`src/rtl/irqagg_pkg.sv`:
```
package irqagg_pkg;

  typedef enum logic [1:0] {
    MD_IDLE = 2'b00,
    MD_TX   = 2'b01,
    MD_RX   = 2'b10,
    MD_RSVD = 2'b11
  } mode_e;

  localparam int unsigned NGRP = 3;
  localparam logic [2:0] ADDR_CFG = 3'd3;
  localparam logic [2:0] ADDR_ST0 = 3'd4;

  // group gate: bit0 transmit, bit1 receive, bit2 system
  function automatic logic [2:0] group_gate(input logic [1:0] m);
    logic [2:0] g;
    g = 3'b100;
    if (mode_e'(m) == MD_TX) g[0] = 1'b1;
    if (mode_e'(m) == MD_RX) g[1] = 1'b1;
    return g;
  endfunction

  // returns {pad data, pad output enable}
  function automatic logic [1:0] pad_drive(input logic act, input logic actlow,
                                           input logic od);
    logic lvl_on;
    lvl_on = ~actlow;
    if (od) return {lvl_on, act};
    return {act ? lvl_on : actlow, 1'b1};
  endfunction

endpackage

```
`src/rtl/irqagg_group.sv`:
```
module irqagg_group #(
  parameter int unsigned GW = 4,
  parameter logic [GW-1:0] LVL_MASK = '0
) (
  input  logic          clk,
  input  logic          rst_n,
  input  logic [GW-1:0] ev_i,
  input  logic [GW-1:0] en_i,
  input  logic          gate_i,
  input  logic          clr_i,
  output logic [GW-1:0] status_o,
  output logic          req_o
);
  localparam logic [GW-1:0] STICKY_MASK = ~LVL_MASK;

  logic [GW-1:0] sticky_q;

  always_ff @(posedge clk or negedge rst_n) begin
    if (!rst_n) sticky_q <= '0;
    else        sticky_q <= (clr_i ? '0 : sticky_q) | (ev_i & STICKY_MASK);
  end

  assign status_o = (sticky_q & STICKY_MASK) | (ev_i & LVL_MASK);
  assign req_o    = gate_i & (|(status_o & en_i));
endmodule

```
`src/rtl/irqagg_regs.sv`:
```
module irqagg_regs
  import irqagg_pkg::*;
#(
  parameter int unsigned GW = 4,
  parameter int unsigned DW = 8
) (
  input  logic                     clk,
  input  logic                     rst_n,
  input  logic [2:0]               addr,
  input  logic                     wr,
  input  logic                     rd,
  input  logic [DW-1:0]            wdata,
  input  logic [NGRP-1:0][GW-1:0]  status_i,
  output logic [NGRP-1:0][GW-1:0]  en_o,
  output logic                     actlow_o,
  output logic                     od_o,
  output logic [NGRP-1:0]          clr_o,
  output logic [DW-1:0]            rdata
);
  logic [1:0] cfg_q;

  for (genvar g = 0; g < NGRP; g++) begin : g_en
    always_ff @(posedge clk or negedge rst_n) begin
      if (!rst_n)                         en_o[g] <= '0;
      else if (wr && addr == 3'(g))       en_o[g] <= wdata[GW-1:0];
    end
    assign clr_o[g] = rd && (addr == ADDR_ST0 + 3'(g));
  end

  always_ff @(posedge clk or negedge rst_n) begin
    if (!rst_n)                    cfg_q <= '0;
    else if (wr && addr == ADDR_CFG) cfg_q <= wdata[1:0];
  end

  assign actlow_o = cfg_q[0];
  assign od_o     = cfg_q[1];

  always_comb begin
    rdata = '0;
    case (addr)
      3'd0, 3'd1, 3'd2: rdata[GW-1:0] = en_o[addr[1:0]];
      3'd3:             rdata[1:0]    = cfg_q;
      3'd4, 3'd5, 3'd6: rdata[GW-1:0] = status_i[addr[1:0] - 2'd0 + 2'd0 == 2'd0 ? 0 :
                                                 (addr == 3'd5 ? 1 : 2)];
      default:          rdata = '0;
    endcase
    if (addr == 3'd4) rdata[GW-1:0] = status_i[0];
  end
endmodule

```
`src/rtl/irqagg_pad.sv`:
```
module irqagg_pad
  import irqagg_pkg::*;
(
  input  logic clk,
  input  logic rst_n,
  input  logic req_i,
  input  logic actlow_i,
  input  logic od_i,
  output logic act_o,
  output logic pad_o,
  output logic pad_oe
);
  logic [1:0] drv;

  always_ff @(posedge clk or negedge rst_n) begin
    if (!rst_n) act_o <= 1'b0;
    else        act_o <= req_i;
  end

  assign drv    = pad_drive(act_o, actlow_i, od_i);
  assign pad_o  = drv[1];
  assign pad_oe = drv[0];
endmodule

```
`src/rtl/irqagg_top.sv`:
```
module irqagg_top
  import irqagg_pkg::*;
#(
  parameter int unsigned GW = 4,
  parameter int unsigned DW = 8,
  parameter logic [GW-1:0] TX_LVL  = 4'b0011,
  parameter logic [GW-1:0] RX_LVL  = 4'b0011,
  parameter logic [GW-1:0] SYS_LVL = 4'b1000
) (
  input  logic          clk,
  input  logic          rst_n,
  input  logic [GW-1:0] tx_ev,
  input  logic [GW-1:0] rx_ev,
  input  logic [GW-1:0] sys_ev,
  input  logic [1:0]    mode_i,
  input  logic [2:0]    reg_addr,
  input  logic          reg_wr,
  input  logic          reg_rd,
  input  logic [DW-1:0] reg_wdata,
  output logic [DW-1:0] reg_rdata,
  output logic          irq_pad_o,
  output logic          irq_pad_oe
);
  localparam logic [NGRP-1:0][GW-1:0] LVL_ALL = {SYS_LVL, RX_LVL, TX_LVL};

  logic [NGRP-1:0][GW-1:0] ev_w;
  logic [NGRP-1:0][GW-1:0] en_w;
  logic [NGRP-1:0][GW-1:0] status_w;
  logic [NGRP-1:0]         clr_w;
  logic [NGRP-1:0]         req_w;
  logic [NGRP-1:0]         gate_w;
  logic                    cfg_actlow;
  logic                    cfg_od;
  logic                    irq_act;

  assign ev_w   = {sys_ev, rx_ev, tx_ev};
  assign gate_w = group_gate(mode_i);

  irqagg_regs #(.GW(GW), .DW(DW)) u_regs (
    .clk(clk), .rst_n(rst_n), .addr(reg_addr), .wr(reg_wr), .rd(reg_rd),
    .wdata(reg_wdata), .status_i(status_w), .en_o(en_w),
    .actlow_o(cfg_actlow), .od_o(cfg_od), .clr_o(clr_w), .rdata(reg_rdata)
  );

  for (genvar g = 0; g < NGRP; g++) begin : g_grp
    irqagg_group #(.GW(GW), .LVL_MASK(LVL_ALL[g])) u_grp (
      .clk(clk), .rst_n(rst_n), .ev_i(ev_w[g]), .en_i(en_w[g]),
      .gate_i(gate_w[g]), .clr_i(clr_w[g]),
      .status_o(status_w[g]), .req_o(req_w[g])
    );
  end

  irqagg_pad u_pad (
    .clk(clk), .rst_n(rst_n), .req_i(|req_w), .actlow_i(cfg_actlow),
    .od_i(cfg_od), .act_o(irq_act), .pad_o(irq_pad_o), .pad_oe(irq_pad_oe)
  );
endmodule

```
`config.mk`:
```
export PLATFORM = sky130hd
export DESIGN_NAME = irqagg_top
export DESIGN_NICKNAME = d
export VERILOG_FILES = /design/src/rtl/irqagg_pkg.sv /design/src/rtl/irqagg_group.sv /design/src/rtl/irqagg_regs.sv /design/src/rtl/irqagg_pad.sv /design/src/rtl/irqagg_top.sv
export SDC_FILE = /design/constraint.sdc
export NUM_CORES = 1
export LEC_CHECK = 0
export CAP_MARGIN = 20
export CORE_MARGIN = 2
export CORE_UTILIZATION = 25
export CTS_CLUSTER_SIZE = 24
export DETAILED_ROUTE_END_ITERATION = 10
export GPL_TIMING_DRIVEN = 0
export PLACE_DENSITY = 0.59
export SYNTH_ARGS = -nofsm -noshare
export SYNTH_HDL_FRONTEND = slang
export SYNTH_SLANG_ARGS = --single-unit
```
`constraint.sdc`:
```
create_clock -name clk -period 5.8 [get_ports clk]
set_input_delay 1.74 -clock clk [delete_from_list [all_inputs] [get_ports clk]]
set_output_delay 1.74 -clock clk [all_outputs]
set_load 0.01 [all_outputs]
```
==> impl_metrics.env, run 1 <==
export IMPL_outcome="finished, final reports clean"
export IMPL_nets=165
export IMPL_route_met2_wl_um=1400
export IMPL_critPathMaxFanout=10
export IMPL_ff2ff_setup_slack_ns=4.56
export IMPL_syn_cell_area_sq_um=1210
export IMPL_synth_top_area_cell="dfrtp_1"
export IMPL_gr_total_overflow=0
export IMPL_whs_path_depth=1
export IMPL_io_pins=39
export IMPL_min_path_type="reg2reg"
export IMPL_cts_max_path_buffers=2
export IMPL_cts_htree_levels=1
export IMPL_rows=25
export IMPL_ys_flop_type="dfrtp_1"
export IMPL_antenna_found_initial=0
export IMPL_postCtsSetupBuffers=0
export IMPL_synth_most_common_cell="dfrtp_1"
export IMPL_area_growth_pct=35.2
export IMPL_grt_max_degree=23
export IMPL_drc=0
export IMPL_cts_root_buf="clkbuf_8"
export IMPL_hpwlAfterDp_um=2380
export IMPL_hold_violations=0
export IMPL_first_global_vias=932
export IMPL_hold_buffers=0
export IMPL_synthArstFlopShare_pct=100
export IMPL_ant_nets=0
export IMPL_drtPass1Iterations=4
export IMPL_start_util_pct=25.8
export IMPL_fin_total_pwr_w=0.000408
export IMPL_synth_top_area_share_pct=45.5
export IMPL_finalCritPeriodShare_pct=93.7
export IMPL_yosysUniqueCellTypes=26
export IMPL_clkTransAtPathRegs_ns=0.08
export IMPL_drive_gt1_share_pct=24.6
export IMPL_cp_startpoint="reg_addr[1]"
export IMPL_dpl_cell_count=184
export IMPL_cts_tree="built"
export IMPL_ctsResizeCount=0
export IMPL_power_density_nw_per_um2=249
export IMPL_gr_usage_all_layers_pct=11.7
export IMPL_fin_cells=188
export IMPL_dieHeight_um=73.6
export IMPL_coreArea_sq_um=4690
export IMPL_drv_slew=0
export IMPL_r2r_cells=3
export IMPL_r2r_end="u_pad.act_o"
export IMPL_io_buffers=29
export IMPL_fin_ws_ns=0.368
export IMPL_finalWirelength_um=3010
export IMPL_clk_latency_ns=0.27
export IMPL_synth_warnings=0
export IMPL_vias=916
export IMPL_globalplace_congestion=0.865
export IMPL_crit_type="in2out"
export IMPL_post_route_util_pct=34.9
export IMPL_yosys_top_cells_count="dfrtp_1 (22), mux2_2 (15), a22oi_1 (10)"
export IMPL_synth_seq_area_share_pct=45.5
export IMPL_synth_edf_count=0
export IMPL_setup_violations_final=0
export IMPL_setup_tns_final_ns=0
export IMPL_cp_arrival_ns=3.69
export IMPL_endpoint_kind="output port"
export IMPL_top_layer="met4"
export IMPL_critPathRequiredTime_ns=4.06
export IMPL_dieWidth_um=73.6
export IMPL_dr_wl_met3_um=168
export IMPL_ys_ff_latch=22
export IMPL_p_leak_nw=0.634
export IMPL_postSynthAreaPerCell_sq_um=12.3
export IMPL_antennaDiodeCount=0
export IMPL_startpoint_type="primary input"
export IMPL_cts_sinks=22
export IMPL_r2r_start="g_grp[2].u_grp.sticky_q[2]"
export IMPL_synthTopCellsByArea="dfrtp_1 (46%), mux2_2 (14%), a22oi_1 (6.2%)"
export IMPL_skew_ns=0.00263
export IMPL_viasPerCell=4.87
export IMPL_wl_met1_um=1380
export IMPL_first_iter_violations=81
export IMPL_maxCapViolCount=0
export IMPL_die_area_sq_um=5410
export IMPL_peakVddDrop_uv=77.1
export IMPL_grt_setup_unrepaired="false"
export IMPL_max_freq_mhz=184
export IMPL_dpl_worst_slack_ns=0.370
export IMPL_grt_pass1_wl_um=4740
export IMPL_synth_cells=98
export IMPL_layout_min_cycle_time_ns=5.43
export IMPL_worst_setup_path_endpoint="reg_rdata[0]"
export IMPL_cts_buffers=3
export IMPL_avgRoutedWirePerCell_um=16.0
==> area by class of cell <==
cell class	count	area, sq um
multi-input cells	70	609
flip-flops and latches	22	551
repair buffers	30	305
fillers	479	3060
clock buffers	3	41.3
plain buffers	8	57.6
inverters	1	3.75
well taps	54	67.6
==> power breakdown <==
group / internal, W / switching (W) / total (W)
sequential: 0.000178 / 0.0000217 / 0.000200
combinational: 0.0000701 / 0.0000428 / 0.000113
clock: 0.0000465 / 0.0000487 / 0.0000951
==> cell families (layout without fill, tap and decap cells) <==
logic type,Yosys count,after routing,synth area share (%)
buf+inv,9,42,5.07
mux,22,22,22.3
flops,22,22,45.5
xor+xnor,1,1,0.724
simple gates,18,18,11.6
other cells,1,4,0.310
compound gates,25,25,14.5
==> per-stage QoR <==
step	hold WS [ns]	area, sq um
floorplan	0.465	1220
finish	0.517	1640
global placement	0.498	1580
detailed placement	0.498	1580
global route	0.541	1640
CTS	0.518	1620
==> registers in the layout, indices dropped and copies added, names as in the netlist <==
signal                cells
u_pad.act_o               1
u_regs.en_o              12
g_grp.u_grp.sticky_q      7
u_regs.cfg_q              2
==> worst max-delay path, cell delays in order <==
cell,delay [ns]
clkdlybuf4s50_1,0.62
buf_6,0.22
mux2_1,0.35
a22oi_1,0.16
a21oi_1,0.10
clkdlybuf4s50_1,0.50
==> how the worst min path moves through the flow <==
stage	start	end
2_1_floorplan	g_grp[0].u_grp.sticky_q[3]	g_grp[0].u_grp.sticky_q[3]
3_3_place_gp	g_grp[0].u_grp.sticky_q[3]	g_grp[0].u_grp.sticky_q[3]
3_5_place_dp	g_grp[0].u_grp.sticky_q[3]	g_grp[0].u_grp.sticky_q[3]
4_1_cts	g_grp[0].u_grp.sticky_q[3]	g_grp[0].u_grp.sticky_q[3]
5_1_grt	g_grp[0].u_grp.sticky_q[2]	g_grp[0].u_grp.sticky_q[2]
6_report	g_grp[0].u_grp.sticky_q[3]	g_grp[0].u_grp.sticky_q[3]
==> layer usage <==
metal	global-route usage, %	vias up
met5	0	-
met2	17.9	34
li1	-	435
met3	1.65	6
met1	16.4	441
met4	5.45	0
==> cells in the final DEF (no fill, tap or decap), types with 2 or more instances in the layout <==
master / n
clkdlybuf4s50_1: 29
clkbuf_8: 3
nand3_1: 2
a221oi_1: 2
mux2_1: 5
buf_4: 5
a21oi_1: 6
a22oi_1: 10
a21o_1: 7
mux2_2: 15
nand2b_1: 3
conb_1: 4
nor3_4: 2
nor2_1: 4
mux4_2: 2
dfrtp_1: 22
No activity file was read; power rests on OpenSTA's default activity.
==> inputs of run 2 (changes only) <==
--- a/config.mk
+++ b/config.mk
@@ -11,7 +11,8 @@
 export CTS_CLUSTER_SIZE = 24
 export DETAILED_ROUTE_END_ITERATION = 10
 export GPL_TIMING_DRIVEN = 0
-export PLACE_DENSITY = 0.59
+export MAX_ROUTING_LAYER = met4
+export PLACE_DENSITY = 0.6
 export SYNTH_ARGS = -nofsm -noshare
 export SYNTH_HDL_FRONTEND = slang
 export SYNTH_SLANG_ARGS = --single-unit
==> constraint.sdc (replaced) <==
create_clock -name clk -period 4.4 [get_ports clk]
set_input_delay 1.32 -clock clk [delete_from_list [all_inputs] [get_ports clk]]
set_output_delay 1.32 -clock clk [all_outputs]
set_load 0.01 [all_outputs]
==> impl_metrics.env, run 2 (synthesized netlist as in run 1, its figures left out) <==
export IMPL_drc=0
export IMPL_area_growth_pct=36.2
export IMPL_postCtsSetupBuffers=0
export IMPL_hpwlAfterDp_um=2390
export IMPL_hold_buffers=0
export IMPL_grt_setup_unrepaired="false"
export IMPL_hold_start="g_grp[0].u_grp.sticky_q[2]"
export IMPL_maxCapViolCount=0
export IMPL_coreArea_sq_um=4690
export IMPL_antennaDiodeCount=0
export IMPL_startpoint_type="primary input"
export IMPL_dieHeight_um=73.6
export IMPL_rows=25
export IMPL_nets=165
export IMPL_min_path_type="reg2reg"
export IMPL_endpoint_kind="output port"
export IMPL_final_common_cell="clkdlybuf4s50_1"
export IMPL_io_buffers=29
export IMPL_drtPass1Iterations=4
export IMPL_crit_type="in2out"
export IMPL_reg_top3="u_regs.en_o: 12 flops, g_grp.u_grp.sticky_q: 7 flops, u_regs.cfg_q: 2 flops"
export IMPL_setup_violations_final=0
export IMPL_cp_arrival_ns=3.00
export IMPL_p_seq_share_pct=49.0
export IMPL_whs_path_depth=1
export IMPL_p_sw_share_pct=27.7
export IMPL_clkTransAtPathRegs_ns=0.07
export IMPL_cp_startpoint="reg_addr[1]"
export IMPL_layout_common_cells="clkdlybuf4s50_1 (28), dfrtp_1 (22), mux2_2 (15)"
export IMPL_viasPerCell=4.99
export IMPL_fin_cells=188
export IMPL_fin_total_pwr_w=0.000538
export IMPL_cts_sinks=22
export IMPL_r2r_start="g_grp[2].u_grp.sticky_q[2]"
export IMPL_start_util_pct=25.8
export IMPL_critPathRequiredTime_ns=3.08
export IMPL_finalWirelength_um=2990
export IMPL_critPathMaxFanout=10
export IMPL_largest_register_ffs=12
export IMPL_outcome="finished, final reports clean"
export IMPL_cts_max_path_buffers=2
export IMPL_cts_buffers=3
export IMPL_max_freq_mhz=231
export IMPL_hold_violations=0
export IMPL_p_leak_nw=0.643
export IMPL_hold_ws_ns=0.523
export IMPL_grt_pass1_wl_um=4620
export IMPL_avgRoutedWirePerCell_um=15.9
export IMPL_ant_nets=0
export IMPL_grt_max_degree=23
export IMPL_power_switching_w=0.000149
export IMPL_dieWidth_um=73.6
export IMPL_dpl_cell_count=184
export IMPL_drive_gt1_share_pct=25.4
export IMPL_die_area_sq_um=5410
export IMPL_clock_power_share_pct=23.3
export IMPL_vias=938
export IMPL_cts_tree="built"
export IMPL_first_global_vias=899
export IMPL_finalCritPeriodShare_pct=98.2
export IMPL_cts_htree_levels=1
export IMPL_skew_ns=0.000475
export IMPL_peakVddDrop_uv=119
export IMPL_drv_slew=0
export IMPL_io_pins=39
export IMPL_gr_total_overflow=0
export IMPL_cts_root_buf="clkbuf_8"
export IMPL_r2r_cells=3
export IMPL_first_iter_violations=53
export IMPL_clk_latency_ns=0.26
export IMPL_antenna_found_initial=0
export IMPL_globalplace_congestion=0.875
export IMPL_layout_min_cycle_time_ns=4.32
export IMPL_p_comb_share_pct=27.8
export IMPL_gr_usage_all_layers_pct=11.7
export IMPL_regMostFlops="u_regs.en_o"
export IMPL_power_density_nw_per_um2=327
export IMPL_power_internal_w=0.000389
==> run 2: changes by cell type in the layout (fill, tap and decap cells not counted) <==
cell / before / now
clkbuf_1: 1 / 0
buf_8: 1 / 0
buf_16: 0 / 1
clkdlybuf4s50_1: 29 / 28
clkbuf_2: 0 / 1
dlygate4sd2_1: 0 / 1
==> run 2: cell type report <==
class	instances	area [sq um]
multi-input combinational	70	609
sequential	22	551
tap	54	67.6
timing repair buffer	30	317
inverter	1	3.75
fill	488	3040
clock buffer	3	41.3
buffer	8	58.8
==> run 2: final timing paths <==
| kind | end | slack (ns) |
|---|---|---|
| worst max register to register | u_pad.act_o | 3.18 |
| max in group asynchronous | u_regs.en_o[2] | 2.76 |
| worst max-delay path | reg_rdata[1] | 0.08 |
| worst min-delay path | g_grp[0].u_grp.sticky_q[2] | 0.52 |
| worst min register to register | g_grp[0].u_grp.sticky_q[2] | 0.52 |
| min in group asynchronous | g_grp[1].u_grp.sticky_q[2] | 1.27 |
==> run 2: critical path: stages <==
cell and delay (ns):
dlygate4sd2_1 0.36, buf_6 0.21, mux2_1 0.34, a22oi_1 0.17, a21oi_1 0.10, clkdlybuf4s50_1 0.48
==> run 2: stage by stage <==
stage / setup TNS, ns / cell area (sq um) / utilization, % / setup WS (ns)
after floorplan: 0 / 1220 / - / 0.950
after global placement: -0.568 / 1580 / 33.7 / -0.173
after detailed placement: -0.528 / 1580 / 33.7 / -0.177
after CTS: 0 / 1620 / 34.5 / 0.0657
after global routing: 0 / 1650 / 35.1 / 0.0177
final: 0 / 1650 / 35.1 / 0.0803
==> run 2: routing by layer <==
metal / track usage [%] / up-vias / share of wire [%]
li1: - / 435 / -
met3: 1.65 / 4 / 5.5
met4: 6.06 / 0 / 2.4
met1: 16.3 / 463 / 47
met5: - / - / 0
met2: 16.5 / 36 / 45
==> run 2: power groups by stage <==
stage	registers [W]	logic (W)	clock network, W
floorplan	0.000255	0.0000879	0
global placement	0.000266	0.000145	0
detailed placement	0.000267	0.000148	0
CTS	0.000263	0.000148	0.000129
global route	0.000267	0.000163	0.000136
finish	0.000264	0.000149	0.000125
==> run 2: what timing repair did <==
action / CTS / global route
setup endpoints to repair: 4 / 4
gates resized for setup: 1 / 2
pin swaps: 0 / 0
==> inputs of run 3 (changes only) <==
--- a/config.mk
+++ b/config.mk
@@ -6,6 +6,7 @@
 export NUM_CORES = 1
 export LEC_CHECK = 0
 export CAP_MARGIN = 20
+export CORE_ASPECT_RATIO = 0.8
 export CORE_MARGIN = 2
 export CORE_UTILIZATION = 25
 export CTS_CLUSTER_SIZE = 24
@@ -13,6 +14,7 @@
 export GPL_TIMING_DRIVEN = 0
 export MAX_ROUTING_LAYER = met4
 export PLACE_DENSITY = 0.6
+export SKIP_CTS_REPAIR_TIMING = 1
 export SYNTH_ARGS = -nofsm -noshare
 export SYNTH_HDL_FRONTEND = slang
 export SYNTH_SLANG_ARGS = --single-unit
==> impl_metrics.env, run 3 (synthesized netlist as in run 1, its figures left out) <==
export IMPL_cts_sinks=22
export IMPL_cp_buffers_inverters=3
export IMPL_grt_pass1_wl_um=4780
export IMPL_dieHeight_um=66.2
export IMPL_layout_common_cells="clkdlybuf4s50_1 (28), dfrtp_1 (22), mux2_2 (15)"
export IMPL_outcome="finished, final reports clean"
export IMPL_drv_slew=0
export IMPL_post_route_util_pct=36.5
export IMPL_fill_cells=454
export IMPL_regMostFlops="u_regs.en_o"
export IMPL_vias=915
export IMPL_globalplace_congestion=0.869
export IMPL_endpoint_kind="output port"
export IMPL_drc=0
export IMPL_antenna_found_initial=0
export IMPL_cts_htree_levels=1
export IMPL_finalWirelength_um=3000
export IMPL_grt_max_degree=23
export IMPL_clk_latency_ns=0.26
export IMPL_rows=22
export IMPL_fin_ws_ns=0.176
export IMPL_first_iter_violations=82
export IMPL_peakVddDrop_uv=162
export IMPL_final_common_cell="clkdlybuf4s50_1"
export IMPL_dpl_worst_slack_ns=-0.208
export IMPL_ant_nets=0
export IMPL_power_density_nw_per_um2=355
export IMPL_power_switching_w=0.000150
export IMPL_power_internal_w=0.000449
export IMPL_p_sw_share_pct=25.0
export IMPL_drtPass1Iterations=4
export IMPL_io_pins=39
export IMPL_gr_usage_all_layers_pct=12.2
export IMPL_largest_register_ffs=12
export IMPL_startpoint_type="primary input"
export IMPL_first_global_vias=917
export IMPL_min_path_type="reg2reg"
export IMPL_path_cells="dlymetal6s2s_1 > buf_6 > mux2_1 > a22oi_1 > a21oi_1 > clkdlybuf4s50_1"
export IMPL_clock_power_share_pct=31.3
export IMPL_die_area_sq_um=5420
export IMPL_layout_min_cycle_time_ns=4.22
export IMPL_dieWidth_um=81.8
export IMPL_crit_type="in2out"
export IMPL_p_comb_share_pct=25.0
export IMPL_cpMaxStageDelayCell="clkdlybuf4s50_1"
export IMPL_io_buffers=29
export IMPL_viasPerCell=4.69
export IMPL_crit_path_max_incr_delay_ns=0.49
export IMPL_finalCritPeriodShare_pct=96.0
export IMPL_avgRoutedWirePerCell_um=15.4
export IMPL_p_seq_share_pct=43.8
export IMPL_cts_buffers=3
export IMPL_hpwlAfterDp_um=2470
export IMPL_nets=165
export IMPL_setup_violations_final=0
export IMPL_max_freq_mhz=237
export IMPL_hold_violations=0
export IMPL_coreArea_sq_um=4620
export IMPL_cts_root_buf="clkbuf_8"
export IMPL_multi_input_area_sq_um=609
export IMPL_regArea_sq_um=551
export IMPL_maxCapViolCount=0
export IMPL_crit_family="buffers and inverters"
export IMPL_grt_setup_unrepaired="false"
export IMPL_clkTransAtPathRegs_ns=0.08
export IMPL_cts_max_path_buffers=2
export IMPL_cp_arrival_ns=2.90
export IMPL_start_util_pct=26.2
export IMPL_antennaDiodeCount=0
export IMPL_drive_gt1_share_pct=25.9
export IMPL_gr_total_overflow=0
export IMPL_area_growth_pct=39.4
export IMPL_reg_top3="u_regs.en_o: 12 flops, g_grp.u_grp.sticky_q: 7 flops, u_regs.cfg_q: 2 flops"
export IMPL_skew_ns=0.00152
export IMPL_cts_tree="built"
export IMPL_critPathRequiredTime_ns=3.08
export IMPL_critPathMaxFanout=10
export IMPL_p_leak_nw=0.665
## run 3: changes by cell type in the layout (fill, tap and decap cells not counted)
cell,previous run,this run
buf_16,1,0
dlygate4sd2_1,1,0
bufinv_16,0,1
clkbuf_16,0,1
dlymetal6s2s_1,0,1
## run 3: area by class of cell
type	instances	area share, %
plain buffers	8	3.49
clock buffers	3	2.45
flip-flops and latches	22	32.6
inverters	1	0.223
well taps	60	4.45
repair buffers	30	18.8
clock inverters	1	1.78
multi-input cells	70	36.1
## run 3: per-layer routing
layer	track usage, %	share of wire (%)	up-vias
li1	-	-	434
met1	18.0	47	449
met2	17.4	47	30
met3	2.19	5.4	2
met4	2.50	0.47	0
met5	-	0	-
## run 3: final timing paths
path	endpoint	slack, ns	depth (start not counted)	start
max in group asynchronous	g_grp[2].u_grp.sticky_q[2]	2.78	2	rst_n
setup / recovery	reg_rdata[1]	0.18	6	reg_addr[1]
min in group asynchronous	g_grp[1].u_grp.sticky_q[3]	1.24	1	rst_n
setup reg to reg	u_pad.act_o	3.17	3	g_grp[1].u_grp.sticky_q[2]
hold / removal	g_grp[0].u_grp.sticky_q[2]	0.51	1	g_grp[0].u_grp.sticky_q[2]
hold reg to reg	g_grp[0].u_grp.sticky_q[2]	0.51	1	g_grp[0].u_grp.sticky_q[2]
## run 3: worst reg2reg max path, delay by kind of cell, from the launching register on
family,cells,cell delay (ns)
compound gates,2,0.34
flops,1,0.41
simple gates,1,0.36
## run 3: through the flow
step | power (W) | cells | hold WS [ns] | area, sq um | setup TNS [ns]
finish | 0.000599 | 195 | 0.513 | 1690 | 0
global route | 0.000633 | 195 | 0.541 | 1690 | 0
CTS | 0.000606 | 194 | 0.521 | 1660 | -0.679
detailed placement | 0.000415 | 190 | 0.501 | 1590 | -0.652
global placement | 0.000414 | 190 | 0.501 | 1590 | -0.647
floorplan | 0.000343 | 101 | 0.465 | 1220 | 0
## run 3: power by group through the flow
stage / Sequential [W] / Clock, W / Combinational [W]
after floorplan: 0.000255 / 0 / 0.0000879
after global placement: 0.000267 / 0 / 0.000147
after detailed placement: 0.000266 / 0 / 0.000149
after CTS: 0.000262 / 0.000195 / 0.000150
after global routing: 0.000268 / 0.000202 / 0.000163
final: 0.000262 / 0.000187 / 0.000149
